===== config.mk =====
export PLATFORM = sky130hd
export DESIGN_NAME = tdm_slot_tx
export DESIGN_NICKNAME = d
export VERILOG_FILES = /design/src/rtl/tdm_tx_pkg.sv /design/src/rtl/tdm_frame_timer.sv /design/src/rtl/tdm_slot_tracker.sv /design/src/rtl/tdm_slot_serializer.sv /design/src/rtl/tdm_slot_tx.sv
export SDC_FILE = /design/constraint.sdc
export NUM_CORES = 1
export LEC_CHECK = 0
export BUFFER_PORTS_ARGS = -buffer_cell sky130_fd_sc_hd__buf_2
export CAP_MARGIN = 20
export CORE_MARGIN = 3
export CORE_UTILIZATION = 54
export CTS_BUF_LIST = sky130_fd_sc_hd__clkbuf_16
export DETAILED_ROUTE_END_ITERATION = 8
export PLACE_DENSITY_LB_ADDON = 0.08
export SYNTH_ARGS = -nofsm -noshare
export SYNTH_HDL_FRONTEND = slang
export SYNTH_SLANG_ARGS = --single-unit

===== constraint.sdc =====
create_clock -name clk -period 9.6 [get_ports clk]
set_input_delay 1.44 -clock clk [delete_from_list [all_inputs] [get_ports clk]]
set_output_delay 1.44 -clock clk [all_outputs]
set_load 0.03 [all_outputs]

===== src/rtl/tdm_tx_pkg.sv =====
package tdm_tx_pkg;
  localparam int FRAME_BITS     = 256;
  localparam int POS_W          = $clog2(FRAME_BITS);
  localparam int SAMPLE_W       = 24;
  localparam int WIDE_SLOT_BITS = 32;
  localparam int BIT_W          = $clog2(WIDE_SLOT_BITS);
  localparam int PACK_SLOTS     = FRAME_BITS / SAMPLE_W;
  localparam int WIDE_SLOTS     = FRAME_BITS / WIDE_SLOT_BITS;
  localparam int SLOT_W         = 4;

  typedef enum logic {
    LAYOUT_PACKED = 1'b0,
    LAYOUT_WIDE   = 1'b1
  } layout_e;
endpackage


===== src/rtl/tdm_frame_timer.sv =====
module tdm_frame_timer
  import tdm_tx_pkg::*;
(
  input  logic clk,
  input  logic rst,
  input  logic master,
  input  logic fs_in,
  output logic start,
  output logic adv,
  output logic fs_out
);
  localparam logic [POS_W-1:0] LAST = POS_W'(FRAME_BITS - 1);

  logic             fs_prev;
  logic [POS_W-1:0] pos_q;
  logic [POS_W-1:0] pos_inc;

  always_comb begin
    pos_inc = pos_q + 1'b1;
    start   = master ? (pos_q == LAST) : (fs_in & ~fs_prev);
    adv     = ~start & (pos_q != LAST);
  end

  // position counter; in slave mode it parks at LAST until the next sync rise
  always_ff @(posedge clk) begin
    if (rst) begin
      fs_prev <= 1'b1;
      pos_q   <= master ? (LAST - 1'b1) : LAST;
    end else begin
      fs_prev <= fs_in;
      if (start)    pos_q <= '0;
      else if (adv) pos_q <= pos_inc;
    end
  end

  // generated sync is high from the period before position 0 for half a frame
  always_ff @(negedge clk) begin
    if (rst) fs_out <= 1'b0;
    else     fs_out <= master & ~pos_inc[POS_W-1];
  end
endmodule


===== src/rtl/tdm_slot_tracker.sv =====
module tdm_slot_tracker
  import tdm_tx_pkg::*;
(
  input  logic              clk,
  input  logic              rst,
  input  logic              start,
  input  logic              adv,
  input  layout_e           layout,
  output logic [SLOT_W-1:0] slot,
  output logic [BIT_W-1:0]  bitn
);
  localparam logic [BIT_W-1:0] PACK_LAST = BIT_W'(SAMPLE_W - 1);
  localparam logic [BIT_W-1:0] WIDE_LAST = BIT_W'(WIDE_SLOT_BITS - 1);

  logic [BIT_W-1:0] last_bit;

  always_comb begin
    last_bit = (layout == LAYOUT_WIDE) ? WIDE_LAST : PACK_LAST;
  end

  always_ff @(posedge clk) begin
    if (rst) begin
      slot <= '1;
      bitn <= '0;
    end else if (start) begin
      slot <= '0;
      bitn <= '0;
    end else if (adv) begin
      if (bitn == last_bit) begin
        bitn <= '0;
        if (slot != '1) slot <= slot + 1'b1;
      end else begin
        bitn <= bitn + 1'b1;
      end
    end
  end
endmodule


===== src/rtl/tdm_slot_serializer.sv =====
module tdm_slot_serializer
  import tdm_tx_pkg::*;
#(
  parameter int MAX_CH = 8,
  parameter int CNT_W  = 4
) (
  input  logic                       clk,
  input  logic                       rst,
  input  logic                       start,
  input  logic [MAX_CH*SAMPLE_W-1:0] samples,
  input  logic                       cfg_wide,
  input  logic [SLOT_W-1:0]          cfg_off,
  input  logic [CNT_W-1:0]           cfg_nch,
  input  logic [SLOT_W-1:0]          slot,
  input  logic [BIT_W-1:0]           bitn,
  output layout_e                    layout_q,
  output logic                       sd,
  output logic                       oe,
  output logic                       err,
  output logic                       frm
);
  localparam int CH_W  = (MAX_CH > 1) ? $clog2(MAX_CH) : 1;
  localparam int SUM_W = ((SLOT_W > CNT_W) ? SLOT_W : CNT_W) + 1;
  localparam logic [CNT_W-1:0] NCH_MAX = CNT_W'(MAX_CH);

  logic [SAMPLE_W-1:0] lane   [MAX_CH];
  logic [SAMPLE_W-1:0] shadow [MAX_CH];

  logic [SLOT_W-1:0] off_q;
  logic [CNT_W-1:0]  nch_q;
  logic [CNT_W-1:0]  nch_in;
  logic [SUM_W-1:0]  avail_in, avail_q, end_q;
  logic              ovf_in;
  logic              in_data, owned, bit_val;
  logic [CH_W-1:0]   ch_sel;
  logic [BIT_W-1:0]  bit_sel;

  // sample capture at frame start, one word per channel
  for (genvar g = 0; g < MAX_CH; g++) begin : g_lane
    assign lane[g] = samples[g*SAMPLE_W +: SAMPLE_W];
    always_ff @(posedge clk) begin
      if (start) shadow[g] <= lane[g];
    end
  end

  always_comb begin
    nch_in   = (cfg_nch > NCH_MAX) ? NCH_MAX : cfg_nch;
    avail_in = cfg_wide ? SUM_W'(WIDE_SLOTS) : SUM_W'(PACK_SLOTS);
    ovf_in   = (SUM_W'(cfg_off) + SUM_W'(nch_in)) > avail_in;
  end

  always_ff @(posedge clk) begin
    if (rst) begin
      layout_q <= LAYOUT_PACKED;
      off_q    <= '0;
      nch_q    <= '0;
      err      <= 1'b0;
      frm      <= 1'b0;
    end else begin
      frm <= start;
      if (start) begin
        layout_q <= layout_e'(cfg_wide);
        off_q    <= cfg_off;
        nch_q    <= nch_in;
        err      <= ovf_in;
      end
    end
  end

  always_comb begin
    avail_q = (layout_q == LAYOUT_WIDE) ? SUM_W'(WIDE_SLOTS) : SUM_W'(PACK_SLOTS);
    end_q   = SUM_W'(off_q) + SUM_W'(nch_q);
    in_data = bitn < BIT_W'(SAMPLE_W);
    owned   = in_data && (slot >= off_q) && (SUM_W'(slot) < end_q)
              && (SUM_W'(slot) < avail_q);
    ch_sel  = CH_W'(slot - off_q);
    bit_sel = BIT_W'(SAMPLE_W - 1) - bitn;
    bit_val = shadow[ch_sel][bit_sel];
  end

  // launch on the falling edge so the receiver samples mid-bit on the rising edge
  always_ff @(negedge clk) begin
    if (rst) begin
      oe <= 1'b0;
      sd <= 1'b0;
    end else begin
      oe <= owned;
      sd <= owned & bit_val;
    end
  end
endmodule


===== src/rtl/tdm_slot_tx.sv =====
module tdm_slot_tx
  import tdm_tx_pkg::*;
#(
  parameter int MAX_CH = 8,
  localparam int CNT_W = $clog2(MAX_CH + 1)
) (
  input  logic                       clk,
  input  logic                       rst,
  input  logic                       cfg_master,
  input  logic                       cfg_wide,
  input  logic [SLOT_W-1:0]          cfg_offset,
  input  logic [CNT_W-1:0]           cfg_nch,
  input  logic [MAX_CH*SAMPLE_W-1:0] samples_i,
  input  logic                       fs_in,
  output logic                       fs_out,
  output logic                       frm_start_o,
  output logic                       sd_o,
  output logic                       sd_oe_o,
  output logic                       err_o
);
  logic              start, adv;
  layout_e           layout_q;
  logic [SLOT_W-1:0] slot;
  logic [BIT_W-1:0]  bitn;

  tdm_frame_timer u_timer (
    .clk    (clk),
    .rst    (rst),
    .master (cfg_master),
    .fs_in  (fs_in),
    .start  (start),
    .adv    (adv),
    .fs_out (fs_out)
  );

  tdm_slot_tracker u_track (
    .clk    (clk),
    .rst    (rst),
    .start  (start),
    .adv    (adv),
    .layout (layout_q),
    .slot   (slot),
    .bitn   (bitn)
  );

  tdm_slot_serializer #(
    .MAX_CH (MAX_CH),
    .CNT_W  (CNT_W)
  ) u_ser (
    .clk      (clk),
    .rst      (rst),
    .start    (start),
    .samples  (samples_i),
    .cfg_wide (cfg_wide),
    .cfg_off  (cfg_offset),
    .cfg_nch  (cfg_nch),
    .slot     (slot),
    .bitn     (bitn),
    .layout_q (layout_q),
    .sd       (sd_o),
    .oe       (sd_oe_o),
    .err      (err_o),
    .frm      (frm_start_o)
  );
endmodule


-- After elaboration in Yosys (flattened, before gate mapping)
Memory sizes are Yosys's and may differ from the RTL's.
Index checks and enable logic that the tools add are counted.
- register bits: 32
- RAM bits: 192
- bits of input ports: 205
- output and inout port bits: 5
- word-level logic and storage cells: 65
- memories kept: 1
- add/sub/neg operators: 7
- order comparisons: 7
- equal/unequal tests: 4
- muxes and demuxes: 18
- bitwise logic cells: 7
- reductions and logical operators: 9
- memory list (memory ; words ; bits a word ; read ports ; clocked after Yosys merged registers in ; write ports ; RTL line ; text):
    u_ser.shadow ; 8 ; 24 ; 1 ; 0 ; 8 ; tdm_slot_serializer.sv:27 ; logic [SAMPLE_W-1:0] shadow [MAX_CH];
- operator list (cell ; count):
    4-bit 2-to-1 mux ; 6
    8-bit 2-to-1 mux ; 3
    4-bit by 4-bit adder with 5-bit output ; 2
    8-bit by 1-bit adder with 8-bit output (second input constant) ; 1
    8-bit equality test (second input constant) ; 1
    8-bit inequality test (second input constant) ; 1
    5-bit by 6-bit < comparator with 1-bit output (second input constant) ; 1
    2-bit nonzero test ; 3
    5-bit by 1-bit adder with 5-bit output (second input constant) ; 1
    1-bit binary-select mux with 5-bit select ; 1
    5-bit equality test ; 1
    5-bit greater-than comparator ; 1
    4-bit by 5-bit < comparator with 1-bit output ; 1
    5-bit < comparator (second input constant) ; 1
    1-bit 2-to-1 mux ; 5
    5-bit 2-to-1 mux ; 1
    5-bit subtractor (first input constant) ; 1
    4-bit by 1-bit adder with 4-bit output (second input constant) ; 1
    1-bit bitwise AND ; 4
    4-bit >= comparator ; 1
    4-bit greater-than comparator (second input constant) ; 1
    4-bit < comparator ; 1
    2-bit 2-to-1 mux ; 2
    4-bit inequality test (second input constant) ; 1
    6 further kinds ; 10

-- Logic depth before layout (Yosys ltp)
Gate-level depths: netlist of run 1.
- word-level depth: 8
- mapped depth: 14
- gate-level depth less buffers: 11

-- Cells and area by module
From an unflattened synthesis of run 1, not the netlist that was laid out.
- cells, all modules: 530
- area total of the unflattened synthesis: 9487.8 sq um
- by module, submodules not included (module ; instances ; cells an instance ; area each (sq um)):
    tdm_slot_serializer ; 1 ; 427 ; 8444.3
    tdm_frame_timer ; 1 ; 48 ; 550.5
    tdm_slot_tracker ; 1 ; 55 ; 493.0

==> impl_metrics.csv, run 1 <==
group,metric,value,unit
outcome,status,"complete, no violations",
floorplan,coreArea,0.0168,mm²
cts,cts_tree,"done",
sta,tightest_slew,1080,ps
floorplan,dieArea,0.0189,mm²
drt,drt_first_pass_iters,5,
global_route,grt_pass1_vias,5994,
drt,ant_nets,0,
yosys,synth_edf_count,200,
drt,drtIter0Drc,455,
cts,post_cts_buffers,0,
sta,slew_headroom,27.9,%
drt,wl,20.8,mm
floorplan,fp.dieW,137,µm
setup_path,critical-path-top-delay-family,"compound AO/OA/AOI/OAI gates",
floorplan,die_h,137,µm
setup_path,slowest_stage,"xor2_4",
yosys,avgSynthCellArea,16.4,µm²
floorplan,rows,47,
yosys,netlist_area,0.00932,mm²
yosys,ys_ff_latch,224,
yosys,netlist_instances,569,
power_and_ir_drop,p_per_area,244,mW/mm²
placement,dp_hpwl,14.4,mm
yosys,synth_nets,797,
floorplan,ios,210,
yosys,yosys_warnings,0,
yosys,ys.flop_type,"edfxtp_1",
sta,setup_viol,0,
floorplan,initial_utilization,55.6,%
power_and_ir_drop,max-vdd-ir-drop,0.000179,V
global_route,antenna_found_initial,1,
yosys,async_flop_share,0,%
sta,rsz0062_at_grt,"no",
drt,drc,0,
cts,post_cts_resized,0,
cts,h-tree-depth,1,
placement,io_buffers,209,
drt,wl_per_cell,20.4,µm
setup_path,path_class,"register to register",
finish,layout.nets,1012,
cts,cts-root-buf,"clkbuf_16",
sta,whs,473,ps
cts,numCtsBuffers,24,
global_route,grt.total_usage,22.2,%
drt,via_per_inst,5.60,
cts,holdBufCountCts,0,
setup_path,crit_arrival,4200,ps
setup_path,start_kind,"register",
finish,drive_gt1_share,36.3,%
sta,finalHoldViolations,0,
drt,dr_total_vias,5727,
yosys,synth_cell_types,54,
global_route,grt.overflow.total,0,
finish,syn2layout_area_growth,21.3,%
worst_hold_path,min_path_type,"register to register",
placement,gp_congestion,0.840,
sta,clock_skew,69.0,ps
setup_path,worstPathMaxFanout,28,
finish,fillers,1199,
sta,slew_violations,0,
global_route,grt_start_max_net_pins,122,
setup_path,max_stage_delay,800,ps
cts,clock_latency,580,ps
sta,setup_tns,0,ps
setup_path,cp-end-kind,"register",
yosys,ys_seq_area_share,69.6,%
setup_path,crit_chain,"inv_1 > ha_2 > inv_1 > fa_4 > xor2_4 > buf_4 > mux2i_1 > mux2i_1 > a2111oi_0 > o31ai_1 > a2bb2oi_1 > o32ai_1",
setup_path,crit_buf_inv,3,
run,cap_violations,0,
cts,clock_path_buffers,3,
global_route,grt_pass1_wl,31.5,mm
cts,clk_pin_slew_worst_paths,60,ps
cts,cts_num_sinks,224,
power_and_ir_drop,leakage,4.42,nW
setup_path,cp.required,5250,ps
[layout by cell type (no fill, tap or decap), drive strengths merged, types with 5 or more instances in the layout]
master,count
a21oi,18
a31oi,9
nor2,14
a32oi,5
xor2,9
a21o,16
nand3,20
o21ai,6
buf,213
dfxtp,24
ha,20
o211ai,6
clkbuf,24
nor3,5
clkinv,7
nor2b,7
xnor2,11
edfxtp,200
mux4,34
mux2i,24
inv,26
nand2,58
[state kept, by name, summed over array words and instances (netlist names), 4 cells and up]
signal / flops
u_timer.pos_q: 8
u_track.bitn: 5
u_ser.shadow: 192
u_ser.off_q: 4
u_ser.nch_q: 4
u_track.slot: 4
[worst register-to-register path, stage by stage (launching register included)]
cell and delay (ps):
dfxtp_1 330, inv_1 100, ha_2 180, inv_1 50, fa_4 490, xor2_4 800, buf_4 480, mux2i_1 260
mux2i_1 90, a2111oi_0 510, o31ai_1 130, a2bb2oi_1 180, o32ai_1 90
[cell usage after synthesis, types with 6 or more instances]
cell type	number	share of area, %
xnor2_1	11	1.0
dfxtp_1	24	5.2
buf_2	7	0.38
mux4_2	34	8.2
clkbuf_1	9	0.36
edfxtp_1	200	64
nor2_1	14	0.56
nor2b_1	7	0.47
a31oi_1	9	0.60
a21oi_1	18	0.97
inv_1	16	0.64
nand3_1	20	1.1
xor2_1	8	0.75
a21o_1	16	1.3
ha_1	20	2.7
nand2_1	58	2.3
mux2i_1	24	2.6
buf_4	6	0.48
[final timing paths]
path / start / to / slack [ps] / cells past startpoint
worst max-delay path: u_track.slot[0]$_SDFFE_PP1P_ / u_ser.sd$_SDFF_NP0_ / 1050 / 12
worst min-delay path: u_ser.nch_q[3]$_SDFFE_PP0P_ / u_ser.nch_q[3]$_SDFFE_PP0P_ / 470 / 2
worst max register to register: u_track.slot[0]$_SDFFE_PP1P_ / u_ser.sd$_SDFF_NP0_ / 1050 / 12
worst min register to register: u_ser.nch_q[3]$_SDFFE_PP0P_ / u_ser.nch_q[3]$_SDFFE_PP0P_ / 470 / 2
[cells by family after synthesis]
family	count (synthesis)	synth area share, %
xor+xnor	20	1.96
flops	224	69.6
mux	59	10.9
simple gates	120	5.85
fa+ha+maj	23	3.33
buf+inv	43	2.27
compound gates	80	6.06
[where the power goes]
group          switching (mW)  leakage, nW  internal, mW
Clock                   0.370        0.386         0.485
Combinational           0.354         2.00         0.266
Sequential             0.0653         2.03          1.22
Total                   0.789         4.42          1.97
[routing by layer]
metal	wire length, µm	vias to the layer above	GRT usage, %
met5	0	-	0
met4	518	0	6.54
met3	1340	39	4.02
met2	10800	222	38.5
met1	8190	2823	28.8
li1	-	2643	-
[cell type report]
class / count / area (µm²) / share of cell area, %
diodes: 1 / 2.50 / 0.0221
inverters: 16 / 67.6 / 0.598
repair buffers: 213 / 1080 / 9.52
clock buffers: 24 / 601 / 5.31
multi-input cells: 302 / 2650 / 23.4
well taps: 220 / 275 / 2.43
clock inverters: 22 / 148 / 1.31
flip-flops and latches: 224 / 6490 / 57.4
[through the flow]
| stage | worst slack [ps] | total power, mW | std cells | instance area [µm²] | utilization, % |
|---|---|---|---|---|---|
| floorplan | 1610 | 1.78 | 569 | 9320 | - |
| global placement | 1200 | 1.92 | 976 | 10600 | 63.0 |
| detailed placement | 991 | 1.94 | 976 | 10600 | 63.0 |
| CTS | 1060 | 2.79 | 1021 | 11300 | 67.4 |
| global route | 832 | 2.89 | 1022 | 11300 | 67.5 |
| finish | 1050 | 2.76 | 1022 | 11300 | 67.5 |
(Power assumes the default switching activity.)
==> run 2, diff against run 1 <==
--- a/config.mk
+++ b/config.mk
@@ -7,8 +7,9 @@
 export LEC_CHECK = 0
 export BUFFER_PORTS_ARGS = -buffer_cell sky130_fd_sc_hd__buf_2
 export CAP_MARGIN = 20
+export CORE_ASPECT_RATIO = 1.2
 export CORE_MARGIN = 3
-export CORE_UTILIZATION = 54
+export CORE_UTILIZATION = 44
 export CTS_BUF_LIST = sky130_fd_sc_hd__clkbuf_16
 export DETAILED_ROUTE_END_ITERATION = 8
 export PLACE_DENSITY_LB_ADDON = 0.08
==> run 2 against run 1 <==
Net effect:
- routed wire length up 3.7%
- clock-buffer cell count shrank 1
- combinational power is 2% higher
- design area up 0.56%
- critical endpoint unchanged
- largest cell class unchanged
==> impl_metrics.csv, run 2 (synthesis gave the netlist of run 1 again) <==
group,metric,value,unit
drt,ant_nets,0,
drt,drc,0,
drt,drtIter0Drc,358,
finish,final_common_cell,"buf_2",
setup_path,crit_chain,"inv_1 > ha_2 > inv_1 > fa_4 > buf_4 > mux4_2 > o2111ai_1 > o211ai_2 > nand4_1 > a2bb2oi_1 > o32ai_1",
finish,largest_reg_flops,192,
cts,cts-root-buf,"clkbuf_16",
global_route,grt_pass1_wl,32.9,mm
sta,clock_skew,66.3,ps
global_route,grt.total_usage,18.5,%
setup_path,crit_arrival,4150,ps
power_and_ir_drop,p_per_area,243,mW/mm²
finish,fillers,1684,
setup_path,cp-end-kind,"register",
placement,gp_congestion,0.793,
drt,dr_total_vias,5614,
sta,rsz0062_at_grt,"no",
drt,drt_first_pass_iters,4,
setup_path,reg2regPathDepth,11,
setup_path,max_stage_delay,1170,ps
sta,setup_viol,0,
floorplan,dieArea,0.0230,mm²
cts,post_cts_resized,0,
finish,reg_top3,"u_ser.shadow (192), u_timer.pos_q (8), u_track.bitn (5)",
cts,holdBufCountCts,0,
worst_hold_path,whs_path_depth,2,
global_route,grt.overflow.total,0,
finish,multiInputGateArea,0.00265,mm²
power_and_ir_drop,max-vdd-ir-drop,0.000148,V
sta,whs,465,ps
setup_path,path_class,"register to register",
setup_path,r2r-start,"u_track.slot[0]$_SDFFE_PP1P_",
sta,slew_violations,0,
cts,cts_tree,"done",
placement,dp_hpwl,15.4,mm
finish,layout.nets,1014,
setup_path,cp.required,5230,ps
sta,setup_tns,0,ps
cts,clock_path_buffers,3,
worst_hold_path,min_path_type,"register to register",
sta,tightest_slew,898,ps
power_and_ir_drop,leakage,4.44,nW
floorplan,die_h,165,µm
run,cap_violations,0,
finish,drive_gt1_share,35.8,%
setup_path,regToRegEndpoint,"u_ser.sd$_SDFF_NP0_",
floorplan,coreArea,0.0205,mm²
setup_path,start_kind,"register",
power_and_ir_drop,fin_total_pwr,2.76,mW
floorplan,ios,210,
outcome,status,"complete, no violations",
finish,regMostFlops,"u_ser.shadow",
setup_path,reg2reg_slack,1080,ps
setup_path,path_common_cell,"inv_1",
drt,via_per_inst,5.26,
placement,io_buffers,209,
cts,clk_pin_slew_worst_paths,60,ps
cts,numCtsBuffers,23,
cts,clock_latency,560,ps
drt,wl_per_cell,20.2,µm
cts,cts_num_sinks,224,
setup_path,crit_start,"u_track.slot[0]$_SDFFE_PP1P_",
setup_path,crit_buf_inv,3,
global_route,grt_pass1_vias,6011,
cts,h-tree-depth,1,
floorplan,initial_utilization,45.4,%
setup_path,worstPathMaxFanout,34,
finish,syn2layout_area_growth,22.0,%
setup_path,slowest_stage,"fa_4",
global_route,grt_start_max_net_pins,115,
finish,register_area,0.00649,mm²
floorplan,fp.dieW,139,µm
finish,mostFrequentLayoutCells,"buf_2 (209), edfxtp_1 (200), nand2_1 (58)",
floorplan,rows,57,
global_route,antenna_found_initial,1,
setup_path,cp.depth,11,
setup_path,critical-path-top-delay-family,"adder cells",
setup_path,endpoint,"u_ser.sd$_SDFF_NP0_",
cts,post_cts_buffers,0,
sta,finalHoldViolations,0,
drt,wl,21.6,mm
sta,slew_headroom,39.8,%
[run 2: how the worst min path moves through the flow]
stage	start	to
after floorplan	u_ser.nch_q[3]$_SDFFE_PP0P_	u_ser.nch_q[3]$_SDFFE_PP0P_
after global placement	u_ser.nch_q[2]$_SDFFE_PP0P_	u_ser.nch_q[2]$_SDFFE_PP0P_
after detailed placement	u_ser.nch_q[3]$_SDFFE_PP0P_	u_ser.nch_q[3]$_SDFFE_PP0P_
after CTS	u_ser.nch_q[3]$_SDFFE_PP0P_	u_ser.nch_q[3]$_SDFFE_PP0P_
after global routing	u_ser.nch_q[3]$_SDFFE_PP0P_	u_ser.nch_q[3]$_SDFFE_PP0P_
final	u_ser.nch_q[3]$_SDFFE_PP0P_	u_ser.nch_q[3]$_SDFFE_PP0P_
[run 2: final cells by class]
type | instances | share of cell area (%)
Sequential cell | 224 | 57.1
Antenna cell | 1 | 0.0220
Clock inverter | 21 | 1.21
Clock buffer | 23 | 5.06
Timing Repair Buffer | 216 | 9.84
Multi-Input combinational cell | 302 | 23.3
Inverter | 16 | 0.594
Tap cell | 265 | 2.92
[run 2: report_power, final]
group | total, mW | switching (mW) | internal (mW)
clock network | 0.840 | 0.352 | 0.487
registers | 1.28 | 0.0626 | 1.22
logic | 0.634 | 0.361 | 0.272
total | 2.76 | 0.776 | 1.98
[run 2: per-stage QoR]
stage	std cells	setup WS, ps	utilization [%]	cell area, µm²
2_1_floorplan	569	1610	-	9320
3_3_place_gp	1023	1120	51.7	10600
3_5_place_dp	1023	994	51.7	10600
4_1_cts	1066	1020	55.2	11300
5_1_grt	1068	859	55.3	11400
6_report	1068	1080	55.3	11400
[run 2: per-layer routing]
metal	share of wire [%]	vias up	wire length (µm)	GRT usage, %
met5	0	-	0	0
met4	1.9	0	418	4.80
met3	5.1	34	1100	2.74
met2	55	174	11900	34.4
met1	38	2750	8170	22.7
li1	-	2656	-	-
[run 2: worst register-to-register path, cell delays in order, from the launching register on]
cell	delay, ps
dfxtp_1	330
inv_1	100
ha_2	180
inv_1	50
fa_4	1170
buf_4	510
mux4_2	580
o2111ai_1	220
o211ai_2	110
nand4_1	120
a2bb2oi_1	200
o32ai_1	90
